===== src/rtl/ipc_mbox_pkg.sv =====
package ipc_mbox_pkg;
  localparam int unsigned CTRL_W = 16;

  localparam int unsigned BIT_TX_EMPTY  = 0;
  localparam int unsigned BIT_TX_FULL   = 1;
  localparam int unsigned BIT_TX_IRQ_EN = 2;
  localparam int unsigned BIT_TX_FLUSH  = 3;
  localparam int unsigned BIT_RX_EMPTY  = 8;
  localparam int unsigned BIT_RX_FULL   = 9;
  localparam int unsigned BIT_RX_IRQ_EN = 10;
  localparam int unsigned BIT_ERR       = 14;
  localparam int unsigned BIT_ENABLE    = 15;

  typedef struct packed {
    logic enable;
    logic tx_irq_en;
    logic rx_irq_en;
    logic err;
  } side_state_t;
endpackage


===== src/rtl/ipc_word_fifo.sv =====
module ipc_word_fifo #(
  parameter int unsigned DATA_W = 32,
  parameter int unsigned DEPTH  = 16
) (
  input  logic              clk_i,
  input  logic              rst_ni,
  input  logic              push_i,
  input  logic [DATA_W-1:0] data_i,
  input  logic              pop_i,
  input  logic              flush_i,
  output logic              empty_o,
  output logic              full_o,
  output logic [DATA_W-1:0] last_o
);
  localparam int unsigned AW = (DEPTH > 1) ? $clog2(DEPTH) : 1;
  localparam int unsigned CW = $clog2(DEPTH + 1);
  localparam logic [AW-1:0] LAST_IDX = AW'(DEPTH - 1);
  localparam logic [CW-1:0] FULL_CNT = CW'(DEPTH);

  logic [DATA_W-1:0] mem_q [DEPTH];
  logic [AW-1:0]     wr_ptr_q, rd_ptr_q;
  logic [CW-1:0]     cnt_q;
  logic [DATA_W-1:0] last_q;
  logic              do_push, do_pop;

  function automatic logic [AW-1:0] ptr_inc(input logic [AW-1:0] p);
    return (p == LAST_IDX) ? '0 : p + AW'(1);
  endfunction

  assign empty_o = (cnt_q == '0);
  assign full_o  = (cnt_q == FULL_CNT);
  // flush dominates both ports
  assign do_push = push_i & ~full_o & ~flush_i;
  assign do_pop  = pop_i & ~empty_o & ~flush_i;
  assign last_o  = last_q;

  always_ff @(posedge clk_i) begin
    if (do_push) mem_q[wr_ptr_q] <= data_i;
  end

  always_ff @(posedge clk_i or negedge rst_ni) begin
    if (!rst_ni) begin
      wr_ptr_q <= '0;
      rd_ptr_q <= '0;
      cnt_q    <= '0;
    end else if (flush_i) begin
      wr_ptr_q <= '0;
      rd_ptr_q <= '0;
      cnt_q    <= '0;
    end else begin
      if (do_push) wr_ptr_q <= ptr_inc(wr_ptr_q);
      if (do_pop)  rd_ptr_q <= ptr_inc(rd_ptr_q);
      case ({do_push, do_pop})
        2'b10:   cnt_q <= cnt_q + CW'(1);
        2'b01:   cnt_q <= cnt_q - CW'(1);
        default: cnt_q <= cnt_q;
      endcase
    end
  end

  always_ff @(posedge clk_i or negedge rst_ni) begin
    if (!rst_ni)     last_q <= '0;
    else if (do_pop) last_q <= mem_q[rd_ptr_q];
  end
endmodule


===== src/rtl/ipc_side_ctrl.sv =====
module ipc_side_ctrl
  import ipc_mbox_pkg::*;
(
  input  logic              clk_i,
  input  logic              rst_ni,
  input  logic              ctrl_we_i,
  input  logic [CTRL_W-1:0] ctrl_wdata_i,
  input  logic              send_we_i,
  input  logic              recv_re_i,
  input  logic              tx_empty_i,
  input  logic              tx_full_i,
  input  logic              rx_empty_i,
  input  logic              rx_full_i,
  output logic              push_o,
  output logic              pop_o,
  output logic              flush_o,
  output logic [CTRL_W-1:0] ctrl_o,
  output logic              irq_tx_empty_o,
  output logic              irq_rx_avail_o
);
  side_state_t st_q;
  logic        err_set;
  logic        unused_wdata;

  assign unused_wdata = ^{ctrl_wdata_i[13:11], ctrl_wdata_i[7:4], ctrl_wdata_i[1:0], ctrl_wdata_i[8], ctrl_wdata_i[9]};

  assign push_o  = send_we_i & st_q.enable & ~tx_full_i;
  assign pop_o   = recv_re_i & st_q.enable & ~rx_empty_i;
  assign flush_o = ctrl_we_i & ctrl_wdata_i[BIT_TX_FLUSH];
  assign err_set = st_q.enable & ((send_we_i & tx_full_i) | (recv_re_i & rx_empty_i));

  always_ff @(posedge clk_i or negedge rst_ni) begin
    if (!rst_ni) begin
      st_q <= '0;
    end else begin
      if (ctrl_we_i) begin
        st_q.enable    <= ctrl_wdata_i[BIT_ENABLE];
        st_q.tx_irq_en <= ctrl_wdata_i[BIT_TX_IRQ_EN];
        st_q.rx_irq_en <= ctrl_wdata_i[BIT_RX_IRQ_EN];
      end
      // a fresh error outranks an acknowledge in the same cycle
      if (err_set)                                   st_q.err <= 1'b1;
      else if (ctrl_we_i && ctrl_wdata_i[BIT_ERR])   st_q.err <= 1'b0;
    end
  end

  always_comb begin
    ctrl_o                = '0;
    ctrl_o[BIT_TX_EMPTY]  = tx_empty_i;
    ctrl_o[BIT_TX_FULL]   = tx_full_i;
    ctrl_o[BIT_TX_IRQ_EN] = st_q.tx_irq_en;
    ctrl_o[BIT_RX_EMPTY]  = rx_empty_i;
    ctrl_o[BIT_RX_FULL]   = rx_full_i;
    ctrl_o[BIT_RX_IRQ_EN] = st_q.rx_irq_en;
    ctrl_o[BIT_ERR]       = st_q.err;
    ctrl_o[BIT_ENABLE]    = st_q.enable;
  end

  assign irq_tx_empty_o = st_q.tx_irq_en & tx_empty_i;
  assign irq_rx_avail_o = st_q.rx_irq_en & ~rx_empty_i;
endmodule


===== src/rtl/ipc_mailbox.sv =====
module ipc_mailbox
  import ipc_mbox_pkg::*;
#(
  parameter int unsigned DATA_W = 32,
  parameter int unsigned DEPTH  = 16
) (
  input  logic              clk_i,
  input  logic              rst_ni,
  input  logic              a_ctrl_we_i,
  input  logic [CTRL_W-1:0] a_ctrl_wdata_i,
  output logic [CTRL_W-1:0] a_ctrl_o,
  input  logic              a_send_we_i,
  input  logic [DATA_W-1:0] a_send_data_i,
  input  logic              a_recv_re_i,
  output logic [DATA_W-1:0] a_recv_data_o,
  output logic              a_irq_tx_empty_o,
  output logic              a_irq_rx_avail_o,
  input  logic              b_ctrl_we_i,
  input  logic [CTRL_W-1:0] b_ctrl_wdata_i,
  output logic [CTRL_W-1:0] b_ctrl_o,
  input  logic              b_send_we_i,
  input  logic [DATA_W-1:0] b_send_data_i,
  input  logic              b_recv_re_i,
  output logic [DATA_W-1:0] b_recv_data_o,
  output logic              b_irq_tx_empty_o,
  output logic              b_irq_rx_avail_o
);
  localparam int unsigned NSIDE = 2;

  // index 0 = side A, 1 = side B; queue d is written by side d
  logic [NSIDE-1:0] ctrl_we, send_we, recv_re;
  logic [NSIDE-1:0] push, pop, flush, q_empty, q_full, irq_tx, irq_rx;
  logic [CTRL_W-1:0] ctrl_wd [NSIDE];
  logic [CTRL_W-1:0] ctrl_rd [NSIDE];
  logic [DATA_W-1:0] send_d  [NSIDE];
  logic [DATA_W-1:0] q_last  [NSIDE];

  assign ctrl_we    = {b_ctrl_we_i, a_ctrl_we_i};
  assign send_we    = {b_send_we_i, a_send_we_i};
  assign recv_re    = {b_recv_re_i, a_recv_re_i};
  assign ctrl_wd[0] = a_ctrl_wdata_i;
  assign ctrl_wd[1] = b_ctrl_wdata_i;
  assign send_d[0]  = a_send_data_i;
  assign send_d[1]  = b_send_data_i;

  for (genvar d = 0; d < NSIDE; d++) begin : g_queue
    ipc_word_fifo #(
      .DATA_W (DATA_W),
      .DEPTH  (DEPTH)
    ) i_fifo (
      .clk_i   (clk_i),
      .rst_ni  (rst_ni),
      .push_i  (push[d]),
      .data_i  (send_d[d]),
      .pop_i   (pop[NSIDE-1-d]),
      .flush_i (flush[d]),
      .empty_o (q_empty[d]),
      .full_o  (q_full[d]),
      .last_o  (q_last[d])
    );
  end

  for (genvar s = 0; s < NSIDE; s++) begin : g_side
    ipc_side_ctrl i_ctrl (
      .clk_i          (clk_i),
      .rst_ni         (rst_ni),
      .ctrl_we_i      (ctrl_we[s]),
      .ctrl_wdata_i   (ctrl_wd[s]),
      .send_we_i      (send_we[s]),
      .recv_re_i      (recv_re[s]),
      .tx_empty_i     (q_empty[s]),
      .tx_full_i      (q_full[s]),
      .rx_empty_i     (q_empty[NSIDE-1-s]),
      .rx_full_i      (q_full[NSIDE-1-s]),
      .push_o         (push[s]),
      .pop_o          (pop[s]),
      .flush_o        (flush[s]),
      .ctrl_o         (ctrl_rd[s]),
      .irq_tx_empty_o (irq_tx[s]),
      .irq_rx_avail_o (irq_rx[s])
    );
  end

  assign a_ctrl_o         = ctrl_rd[0];
  assign b_ctrl_o         = ctrl_rd[1];
  assign a_recv_data_o    = q_last[1];
  assign b_recv_data_o    = q_last[0];
  assign a_irq_tx_empty_o = irq_tx[0];
  assign b_irq_tx_empty_o = irq_tx[1];
  assign a_irq_rx_avail_o = irq_rx[0];
  assign b_irq_rx_avail_o = irq_rx[1];
endmodule


===== config.mk =====
export PLATFORM = sky130hd
export DESIGN_NAME = ipc_mailbox
export DESIGN_NICKNAME = d
export VERILOG_FILES = /design/src/rtl/ipc_mbox_pkg.sv /design/src/rtl/ipc_word_fifo.sv /design/src/rtl/ipc_side_ctrl.sv /design/src/rtl/ipc_mailbox.sv
export SDC_FILE = /design/constraint.sdc
export NUM_CORES = 1
export LEC_CHECK = 0
export ABC_AREA = 1
export BUFFER_PORTS_ARGS = -buffer_cell sky130_fd_sc_hd__buf_2
export CAP_MARGIN = 0
export CORE_UTILIZATION = 23
export DETAILED_ROUTE_END_ITERATION = 6
export GPL_TIMING_DRIVEN = 0
export PLACE_DENSITY = 0.46
export SYNTH_ARGS = -nofsm -noshare
export SYNTH_HDL_FRONTEND = slang
export SYNTH_HIERARCHICAL = 1
export SYNTH_SLANG_ARGS = --single-unit

===== constraint.sdc =====
create_clock -name clk_i -period 7.5 [get_ports clk_i]
set_input_delay 1.5 -clock clk_i [delete_from_list [all_inputs] [get_ports clk_i]]
set_output_delay 1.5 -clock clk_i [all_outputs]
set_load 0.02 [all_outputs]

# Word level (Yosys, flattened, before mapping)
# Memory sizes are Yosys's and may differ from the RTL's. A register that Yosys moved wholly into a read port is not among the register bits.
# Cells that the tools add are included.
[op_classes]
muxes = 24
div = 0
n_mul = 0
bitwise = 36
n_shift = 0
n_addsub = 8
magnitude_cmp = 0
eq_ne = 10
reduce_logical = 14
[op_table]
columns = ["op", "n"]
rows = [
  ["$mux W4", 12],
  ["$and A1 B1 Y1", 28],
  ["$pmux W5 S2", 2],
  ["$add A4 B1 Y4 const B", 4],
  ["$eq A4 B4 Y1 const B", 4],
  ["$reduce_bool A2 Y1", 6],
  ["$add A5 B1 Y5 const B", 2],
  ["$eq A5 B5 Y1 const B", 2],
  ["$logic_not A5 Y1", 2],
  ["$mux W5", 2],
  ["$sub A5 B1 Y5 const B", 2],
  ["$mux W1", 8],
  ["$not A1 Y1", 6],
  ["$reduce_bool A3 Y1", 2],
  ["$eq A2 B1 Y1 const B", 2],
  ["$eq A2 B2 Y1 const B", 2],
  ["$logic_and A1 B1 Y1", 2],
  ["$logic_not A1 Y1", 2],
  ["$or A1 B1 Y1", 2],
]
[totals]
mem_bits_rw = 1024
mem_bits_ro = 0
latchBits = 0
memories = 2
output_inout_bits = 100
ff_bits = 34
[mem_list]
columns = ["name", "words", "word_bits", "rd", "rd_clocked_by_memory_dff", "write_ports", "line_no", "rtl"]
rows = [
  ["g_queue[0].i_fifo.mem_q", 16, 32, 1, 1, 1, "ipc_word_fifo.sv:20", "logic [DATA_W-1:0] mem_q [DEPTH];"],
  ["g_queue[1].i_fifo.mem_q", 16, 32, 1, 1, 1, "ipc_word_fifo.sv:20", ""],
]

# Logic depth before layout (Yosys ltp)
# Gate-level depths: netlist of the first run.
[depth]
word_depth = 8
depth_mapped = 17
depth_no_buf = 17

# Hierarchy
# The synthesis of the first run kept the hierarchy.
[by_module_without_submodules]
columns = ["mod", "instances", "area_per_inst_um2", "cells_per_inst"]
rows = [
  ["ipc_word_fifo", 2, 22207.5, 1836],
  ["ipc_side_ctrl", 2, 287.8, 40],
]

# Least setup slack after synthesis of the first run
# OpenSTA, ideal clock, no wires.
[synth_path]
path_type = "input to register"
from = "in a_ctrl_we_i"
to = "mem g_queue[0].i_fifo.mem_q[0][0] (enable)"
cell_stages = 7
setup_ns = 0.421
t_arrival_ns = 3.507
path_slack_ns = 3.572
n_path_buf = 0
t_required_ns = 7.079
path_cell_list = "nand2_1 -> inv_1 -> inv_1 -> nand3_1 -> inv_1 -> nand2_1 -> nor2_1"
[synth_between]
elab_chain_cells = 5
[synth_lines]
columns = ["item", "line_no", "rtl"]
rows = [
  ["from (decl)", "ipc_mailbox.sv:9", "input logic a_ctrl_we_i,"],
  ["$and A1 B1 Y1", "ipc_side_ctrl.sv:29", "assign flush_o = ctrl_we_i & ctrl_wdata_i[BIT_TX_FLUSH];"],
  ["named net flush[0]", "ipc_mailbox.sv:32", "logic [NSIDE-1:0] push, pop, flush, q_empty, q_full, irq_tx, irq_rx;"],
  ["$not A1 Y1", "ipc_word_fifo.sv:33", "assign do_push = push_i & ~full_o & ~flush_i;"],
  ["$and A1 B1 Y1", "ipc_word_fifo.sv:33", ""],
  ["$mux W1", "ipc_word_fifo.sv:38", "if (do_push) mem_q[wr_ptr_q] <= data_i;"],
  ["$mux W1 (not written as such)", "ipc_word_fifo.sv:38", ""],
  ["to (decl)", "ipc_word_fifo.sv:20", ""],
]
# The timed path passes the listed nets, and every way through them passes these cells.

# Worst setup path in the final report of the first run
[layout_path]
from = "reg g_queue[0].i_fifo.cnt_q[0]"
to = "out a_ctrl_o[1]"
[layout_between]
elab_chain_cells = 1
[layout_lines]
columns = ["item", "line_no", "rtl"]
rows = [
  ["from (decl)", "ipc_word_fifo.sv:22", "logic [CW-1:0] cnt_q;"],
  ["from (signal assigned)", "ipc_word_fifo.sv:54", "2'b10: cnt_q <= cnt_q + CW'(1);"],
  ["from (signal assigned)", "ipc_word_fifo.sv:55", "2'b01: cnt_q <= cnt_q - CW'(1);"],
  ["from (signal assigned)", "ipc_word_fifo.sv:56", "default: cnt_q <= cnt_q;"],
  ["$eq A5 B5 Y1", "ipc_word_fifo.sv:31", "assign full_o = (cnt_q == FULL_CNT);"],
  ["to (decl)", "ipc_mailbox.sv:11", "output logic [CTRL_W-1:0] a_ctrl_o,"],
]
# Every way passes these cells.

==> tab_implementation.tex, run 1 <==
\begin{tabular}{lr}
\hline
Metric & Value \\
\hline
\multicolumn{2}{l}{\textbf{STA}} \\
\quad Final hold violation count & 0 \\
\quad RSZ-0062 raised after global routing & no \\
\quad Total Neg Setup Slack & 0 ns \\
\quad Max Clock Skew & 0.02081 ns \\
\quad Transition time at the pin with the least slew margin & 0.9188 ns \\
\quad Final setup violation count & 0 \\
\quad Relative slew margins & 38.75\% \\
\quad Fin crit share & 49.52\% \\
\quad Peak clock frequency supported by timing & 0.2692 GHz \\
\quad Crit path time final & 3.714 ns \\
\quad Final slew viol count & 0 \\
\multicolumn{2}{l}{\textbf{Place}} \\
\quad Final RePlAce weighted congestion & 0.7914 \\
\quad Detailed placement HPWL & 92820 µm \\
\quad Port-buffer cells & 165 \\
\quad Dpl cells & 6490 \\
\multicolumn{2}{l}{\textbf{Die}} \\
\quad Core area & 193400 µm² \\
\quad Starting Density & 23.26\% \\
\quad Die area & 197400 µm² \\
\quad Horiz. Die Dim & 444.3 µm \\
\quad Die height & 444.3 µm \\
\quad Row Count & 161 \\
\quad Number of top-level pins & 204 \\
\multicolumn{2}{l}{\textbf{Pwr}} \\
\quad P per Cell Area & 334.6 nW/µm² \\
\quad Leakage & 19.64 nW \\
\quad Maximum vdd ir drop & 166.7 µV \\
\multicolumn{2}{l}{\textbf{Route}} \\
\quad Post-Route WL & 138100 µm \\
\quad Number of detailed-routing iterations run before antenna repair & 6 \\
\quad Count of routing violations after the opening detailed-route iteration & 2447 \\
\quad Wire length per cell after detailed routing & 20.52 µm \\
\quad DRC errors left & 0 \\
\quad Post-route ant nets & 0 \\
\quad Via density per instance & 4.408 \\
\quad DR vias & 29670 \\
\multicolumn{2}{l}{\textbf{Global route}} \\
\quad Via count of the first global-routing pass & 28610 \\
\quad First-pass GRT wire length & 200000 µm \\
\quad Remaining global-route overflow & 0 \\
\quad Maximum number of pins on one net before global-route repair & 66 \\
\quad Number of antenna violations at the first check in global routing & 19 \\
\quad Aggregate global-route resource usage & 13.80\% \\
\multicolumn{2}{l}{\textbf{CTS}} \\
\quad Clock-pin slew of the registers on the worst-case setup and hold paths & 0.05 ns \\
\quad Clk sink count & 1122 \\
\quad CTS tree & yes \\
\quad Level count of the clock H-tree & 4 \\
\quad CTS Root Buffer Type & sky130\_fd\_sc\_hd\_\_clkbuf\_16 \\
\quad Post-CTS Hold Buffers & 0 \\
\quad Clock insertion delay at the later pin of the skew report & 0.78 ns \\
\quad Total of cells resized after clock tree synthesis & 0 \\
\quad Post-CTS Setup Inserts & 0 \\
\quad Number of buffers created by CTS & 130 \\
\quad Deepest clock path buffer count & 3 \\
\multicolumn{2}{l}{\textbf{Worst setup path}} \\
\quad CP Capture Type & primary output \\
\quad Category of the worst setup path launch point & flop \\
\quad Required time at the endpoint of the critical path & 6.00 ns \\
\quad Arrival time of the worst setup path & 2.21 ns \\
\quad Maximum single-stage delay on the critical path & 0.42 ns \\
\quad CP max stage cell & sky130\_fd\_sc\_hd\_\_dfrtp\_1 \\
\quad Worst-path fanout max & 5 \\
\quad Sequence of cells on the critical path & nor2\_1 -> nand3\_1 -> inv\_1 -> buf\_4 -> buf\_2 \\
\quad Category of the critical setup timing path & reg2out \\
\multicolumn{2}{l}{\textbf{Synthesis}} \\
\quad Count of state elements after synthesis & 1122 \\
\quad Fraction of the mapped netlist area in compound gates & 6.396\% \\
\quad Dominant combinational cell family by area after synthesis & simple AND/OR/NAND/NOR gates \\
\quad Portion of netlist area occupied by mux cells & 0\% \\
\quad Simple-gate area share of the yosys netlist & 16.23\% \\
\quad Synthesized instance count & 3752 \\
\quad Yosys warning count & 6 \\
\quad Number of distinct library cell variants in the gate-level netlist after synthesis & 27 \\
\quad XOR/XNOR Fraction of Synth Area & 0.07787\% \\
\quad Sequential element share of the synthesized area & 73.80\% \\
\quad Adder-cell share of the synthesized area & 0.5340\% \\
\quad Post-Synthesis Cell Area & 44990 µm² \\
\quad Syn\_area\_per\_cell & 11.99 µm² \\
\multicolumn{2}{l}{\textbf{Finish}} \\
\quad Share of layout cells above drive strength 1 & 13.95\% \\
\quad Commonest non-fill, non-tap cells in the layout & sky130\_fd\_sc\_hd\_\_nand2\_1 (1304), sky130\_fd\_sc\_hd\_\_edfxtp\_1 (1024), sky130\_fd\_sc\_hd\_\_nand3\_1 (284) \\
\quad Leading cell type in the layout, fill and taps excluded & sky130\_fd\_sc\_hd\_\_nand2\_1 \\
\quad Non-filler instance count after layout & 6730 \\
\quad Synth-to-layout area growth & 20.56\% \\
\quad Final-stage net count & 4218 \\
\multicolumn{2}{l}{\textbf{Outcome}} \\
\quad Outcome & finished clean \\
\multicolumn{2}{l}{\textbf{Flow run}} \\
\quad Number of maximum-capacitance constraint violations & 0 \\
\multicolumn{2}{l}{\textbf{Hold path}} \\
\quad Worst min-delay path category & reg2reg \\
\hline
\end{tabular}
-- final timing paths --
check | start | to | slack [ns] | cells after the start
setup / recovery | g_queue[0].i_fifo/cnt_q[0] | a_ctrl_o[1] | 3.79 | 5
hold / removal | g_queue[1].i_fifo/last_o[8] | g_queue[1].i_fifo/last_o[8] | 0.48 | 2
setup reg to reg | g_queue[1].i_fifo/cnt_q[0] | g_queue[1].i_fifo/cnt_q[4] | 4.03 | 15
hold reg to reg | g_queue[1].i_fifo/last_o[8] | g_queue[1].i_fifo/last_o[8] | 0.48 | 2
max in group asynchronous | rst_ni | g_queue[1].i_fifo/last_o[0] | 5.98 | 2
min in group asynchronous | rst_ni | g_queue[0].i_fifo/last_o[26] | 0.64 | 1
-- per-layer routing --
layer  GRT usage (%)  part of all wire, %  wire, µm
met1           18.99                   46     63080
met2           22.02                   46     63630
met3           2.202                  5.2      7193
met4           4.609                  3.0      4166
met5               0                    0         0
-- sequential cells by signal (all words and copies together) (netlist names) --
name and count:
g_queue.i_fifo/wr_ptr_q 8, g_side.i_ctrl/ctrl_o 8, g_queue.i_fifo/cnt_q 10, g_queue.i_fifo/rd_ptr_q 8, g_queue.i_fifo/last_o 64, g_queue.i_fifo/mem_q 1024
-- critical path, delay by kind of cell, from the launching register on --
kind                   cells  cell delay (ns)
buffers and inverters      3             0.69
DFF                        1             0.42
and+or+nand+nor            2             0.34
-- metrics by stage --
stage	power [mW]	cell area [µm²]	util, %	hold slack [ns]	setup slack [ns]
after floorplan	10.11	45040	-	0.4876	3.572
after global placement	11.97	49030	25.35	0.4600	0.7777
after detailed placement	12.03	50040	25.88	0.4624	3.066
after CTS	18.33	54230	28.04	0.4786	3.723
after global routing	19.01	54240	28.05	0.5023	3.647
final	18.15	54240	28.05	0.4751	3.786
-- cells by family after synthesis --
| logic type | after synthesis |
|---|---|
| simple gates | 1836 |
| flops | 1122 |
| compound gates | 492 |
| buf+inv | 278 |
| fa+ha+maj | 18 |
| xor+xnor | 4 |
| other cells | 2 |
-- final cells by class --
class / count / area (µm²)
fill: 19890 / 139100
sequential: 1122 / 33200
multi-input combinational: 2366 / 10760
clock buffer: 176 / 3592
tap: 2526 / 3161
timing repair buffer: 198 / 1598
buffer: 230 / 1146
clock inverter: 60 / 598.1
inverter: 48 / 180.2
antenna: 4 / 10.01
-- cell usage after synthesis, drive strengths merged --
cell type  number  area, µm²
a21boi         64      480.5
a21oi         136      680.7
buf           166      905.9
clkbuf         64      240.2
conb            2      7.510
dfrtp          98       2452
edfxtp       1024      30750
fa              2      40.04
ha             16      200.2
inv            48      180.2
nand2        1304       4895
nand3         286       1441
nand3b          2      15.01
nand4           2      12.51
nor2          242      938.4
o211ai         64      480.5
o21ai         156      780.8
o22ai          70      437.9
o32ai           2      17.52
xnor2           2      17.52
xor2            2      17.52
-- where the power goes --
part           leakage, nW  switching, mW  internal [mW]
combinational         7.11           3.34           1.27
sequential            10.5          0.163           7.11
clock                 2.06           2.59           3.69
No activity file was read; power rests on OpenSTA's default activity.
==> run 2, diff against run 1 <==
==> constraint.sdc (replaced) <==
create_clock -name clk_i -period 3.7 [get_ports clk_i]
set_input_delay 0.74 -clock clk_i [delete_from_list [all_inputs] [get_ports clk_i]]
set_output_delay 0.74 -clock clk_i [all_outputs]
set_load 0.02 [all_outputs]
==> run 2 against run 1 <==
Via count up 0.20%. Clock power up 100%. Sequential share of layout area about the same. Combinational power up 100%. Count of clock-buffer cells in the layout unchanged. Global-route usage about the same. First-iteration DRC count up 0.57%. Flip-flop and latch count unchanged. Die area unchanged. Hold slack worse by 0.29 ns. Largest cell class unchanged. Largest power group unchanged.
==> tab_implementation.tex, run 2 (same netlist as run 1, synthesis figures left out) <==
\begin{tabular}{lr}
\hline
Metric & Value \\
\hline
\multicolumn{2}{l}{\textbf{Route}} \\
\quad Wire length per cell after detailed routing & 20.49 µm \\
\quad Count of routing violations after the opening detailed-route iteration & 2461 \\
\quad DR vias & 29730 \\
\quad DRC errors left & 0 \\
\quad Via density per instance & 4.417 \\
\quad Number of detailed-routing iterations run before antenna repair & 6 \\
\quad Post-route ant nets & 0 \\
\quad Post-Route WL & 137900 µm \\
\multicolumn{2}{l}{\textbf{Finish}} \\
\quad Commonest non-fill, non-tap cells in the layout & sky130\_fd\_sc\_hd\_\_nand2\_1 (1304), sky130\_fd\_sc\_hd\_\_edfxtp\_1 (1024), sky130\_fd\_sc\_hd\_\_nand3\_1 (284) \\
\quad Leading cell type in the layout, fill and taps excluded & sky130\_fd\_sc\_hd\_\_nand2\_1 \\
\quad Largest Register & g\_queue.i\_fifo/mem\_q \\
\quad Post-route cell area & 54250 µm² \\
\quad Final-stage net count & 4219 \\
\quad Final Util & 28.05\% \\
\quad Register cell area after layout & 33200 µm² \\
\quad Share of layout cells above drive strength 1 & 13.95\% \\
\quad Flip-flop count of the largest register after layout & 1024 \\
\quad Number of filler cells placed in the layout & 19890 \\
\quad Total area of multi-input combinational cells & 10760 µm² \\
\quad Synth-to-layout area growth & 20.58\% \\
\multicolumn{2}{l}{\textbf{Global route}} \\
\quad Aggregate global-route resource usage & 13.80\% \\
\quad Remaining global-route overflow & 0 \\
\quad First-pass GRT wire length & 199900 µm \\
\quad Via count of the first global-routing pass & 28610 \\
\quad Number of antenna violations at the first check in global routing & 19 \\
\quad Maximum number of pins on one net before global-route repair & 66 \\
\multicolumn{2}{l}{\textbf{Outcome}} \\
\quad Outcome & finished clean \\
\multicolumn{2}{l}{\textbf{Hold path}} \\
\quad Worst min-delay path category & in2reg \\
\multicolumn{2}{l}{\textbf{CTS}} \\
\quad Level count of the clock H-tree & 4 \\
\quad Clock-pin slew of the registers on the worst-case setup and hold paths & 0.06 ns \\
\quad CTS Root Buffer Type & sky130\_fd\_sc\_hd\_\_clkbuf\_16 \\
\quad Deepest clock path buffer count & 3 \\
\quad Clock insertion delay at the later pin of the skew report & 0.78 ns \\
\quad Clk sink count & 1122 \\
\quad CTS tree & yes \\
\quad Number of buffers created by CTS & 130 \\
\multicolumn{2}{l}{\textbf{Pwr}} \\
\quad Share of total power in combinational logic & 25.4\% \\
\quad Net switching power of the design & 12.32 mW \\
\quad Switching share of total power & 33.52\% \\
\quad P per Cell Area & 677.7 nW/µm² \\
\quad Fraction of power consumed by sequential logic & 40.1\% \\
\quad Share of power burned in the clock network & 34.6\% \\
\quad Maximum vdd ir drop & 336.9 µV \\
\quad Internal cell power & 24.44 mW \\
\quad Leakage & 19.65 nW \\
\multicolumn{2}{l}{\textbf{Die}} \\
\quad Horiz. Die Dim & 444.3 µm \\
\quad Core area & 193400 µm² \\
\quad Die area & 197400 µm² \\
\quad Number of top-level pins & 204 \\
\quad Row Count & 161 \\
\quad Die height & 444.3 µm \\
\quad Starting Density & 23.26\% \\
\multicolumn{2}{l}{\textbf{Worst setup path}} \\
\quad CP Capture Type & flop \\
\quad Arrival time of the worst setup path & 4.18 ns \\
\quad Required time at the endpoint of the critical path & 4.36 ns \\
\quad Category of the worst setup path launch point & flop \\
\quad Worst-path fanout max & 10 \\
\quad Category of the critical setup timing path & reg2reg \\
\multicolumn{2}{l}{\textbf{STA}} \\
\quad Crit path time final & 3.525 ns \\
\quad Transition time at the pin with the least slew margin & 0.9127 ns \\
\quad Smallest setup slack after layout & 0.1749 ns \\
\quad Final setup violation count & 0 \\
\quad Peak clock frequency supported by timing & 0.2837 GHz \\
\quad Total Neg Setup Slack & 0 ns \\
\quad Fin crit share & 95.27\% \\
\quad Final hold violation count & 0 \\
\quad Final slew viol count & 0 \\
\quad Relative slew margins & 39.15\% \\
\quad Worst-case hold slack & 0.1856 ns \\
\quad Max Clock Skew & 0.02245 ns \\
\quad RSZ-0062 raised after global routing & no \\
\multicolumn{2}{l}{\textbf{Place}} \\
\quad Port-buffer cells & 165 \\
\quad Pre-CTS setup slack & 0.02640 ns \\
\quad Final RePlAce weighted congestion & 0.7914 \\
\quad DP Area & 50040 µm² \\
\quad Detailed placement HPWL & 92820 µm \\
\multicolumn{2}{l}{\textbf{Flow run}} \\
\quad Number of maximum-capacitance constraint violations & 0 \\
\hline
\end{tabular}
-- run 2: cell type report --
cell class	count	share of cell area [%]
clock inverters	60	1.102
plain buffers	230	2.113
well taps	2526	5.826
diodes	3	0.01384
multi-input cells	2366	19.83
repair buffers	199	2.964
clock buffers	176	6.622
inverters	48	0.3321
flip-flops and latches	1122	61.20
-- run 2: stage by stage --
| step | power, mW | cells |
|---|---|---|
| final | 36.77 | 6730 |
| after global routing | 38.53 | 6729 |
| after CTS | 37.15 | 6727 |
| after detailed placement | 24.38 | 6490 |
| after global placement | 24.27 | 6457 |
| after floorplan | 20.49 | 3766 |
-- run 2: worst paths after layout --
path	endpoint	slack, ns	start	depth (start not counted)
hold / removal	g_side[1].i_ctrl/ctrl_o[2]	0.19	b_ctrl_wdata_i[2]	3
setup reg to reg	g_queue[1].i_fifo/cnt_q[4]	0.17	g_queue[1].i_fifo/cnt_q[0]	15
min in group asynchronous	g_queue[0].i_fifo/last_o[26]	0.46	rst_ni	2
hold reg to reg	g_queue[1].i_fifo/last_o[8]	0.48	g_queue[1].i_fifo/last_o[8]	2
setup / recovery	g_queue[1].i_fifo/cnt_q[4]	0.17	g_queue[1].i_fifo/cnt_q[0]	15
max in group asynchronous	g_queue[1].i_fifo/last_o[2]	2.38	rst_ni	3
-- run 2: what timing repair did --
item                                   4_1_cts  5_1_grt
endpoints found under the hold margin       33        0
gates resized for setup                      0        0
hold buffers                                 1        0
setup buffers                                0        0
-- run 2: routing by layer --
layer  track usage [%]  share of wire (%)
met4             4.609                3.1
met1             18.99                 46
met2             22.02                 46
met3             2.202                5.2
met5                 0                  0
-- run 2: critical path, stage by stage, from the launching register on --
cell	delay, ns
sky130_fd_sc_hd__dfrtp_1	0.42
sky130_fd_sc_hd__nor2_1	0.09
sky130_fd_sc_hd__nand3_1	0.15
sky130_fd_sc_hd__inv_1	0.23
sky130_fd_sc_hd__nor2_1	0.55
sky130_fd_sc_hd__nand3_2	0.55
sky130_fd_sc_hd__nor2_1	0.46
sky130_fd_sc_hd__ha_1	0.34
sky130_fd_sc_hd__a21oi_1	0.19
sky130_fd_sc_hd__nand3_1	0.10
sky130_fd_sc_hd__nand2_1	0.10
sky130_fd_sc_hd__inv_1	0.04
sky130_fd_sc_hd__nand2_1	0.05
sky130_fd_sc_hd__nand2_1	0.05
sky130_fd_sc_hd__nand2_1	0.06
sky130_fd_sc_hd__nand2_1	0.04
-- run 2: power groups by stage --
stage / logic (mW) / registers, mW / clock network (mW)
after CTS: 9.40 / 14.7 / 13.0
after global routing: 10.3 / 14.8 / 13.5
after detailed placement: 9.38 / 15.0 / 0
after global placement: 9.27 / 15.0 / 0
after floorplan: 5.16 / 15.3 / 0
final: 9.32 / 14.7 / 12.7
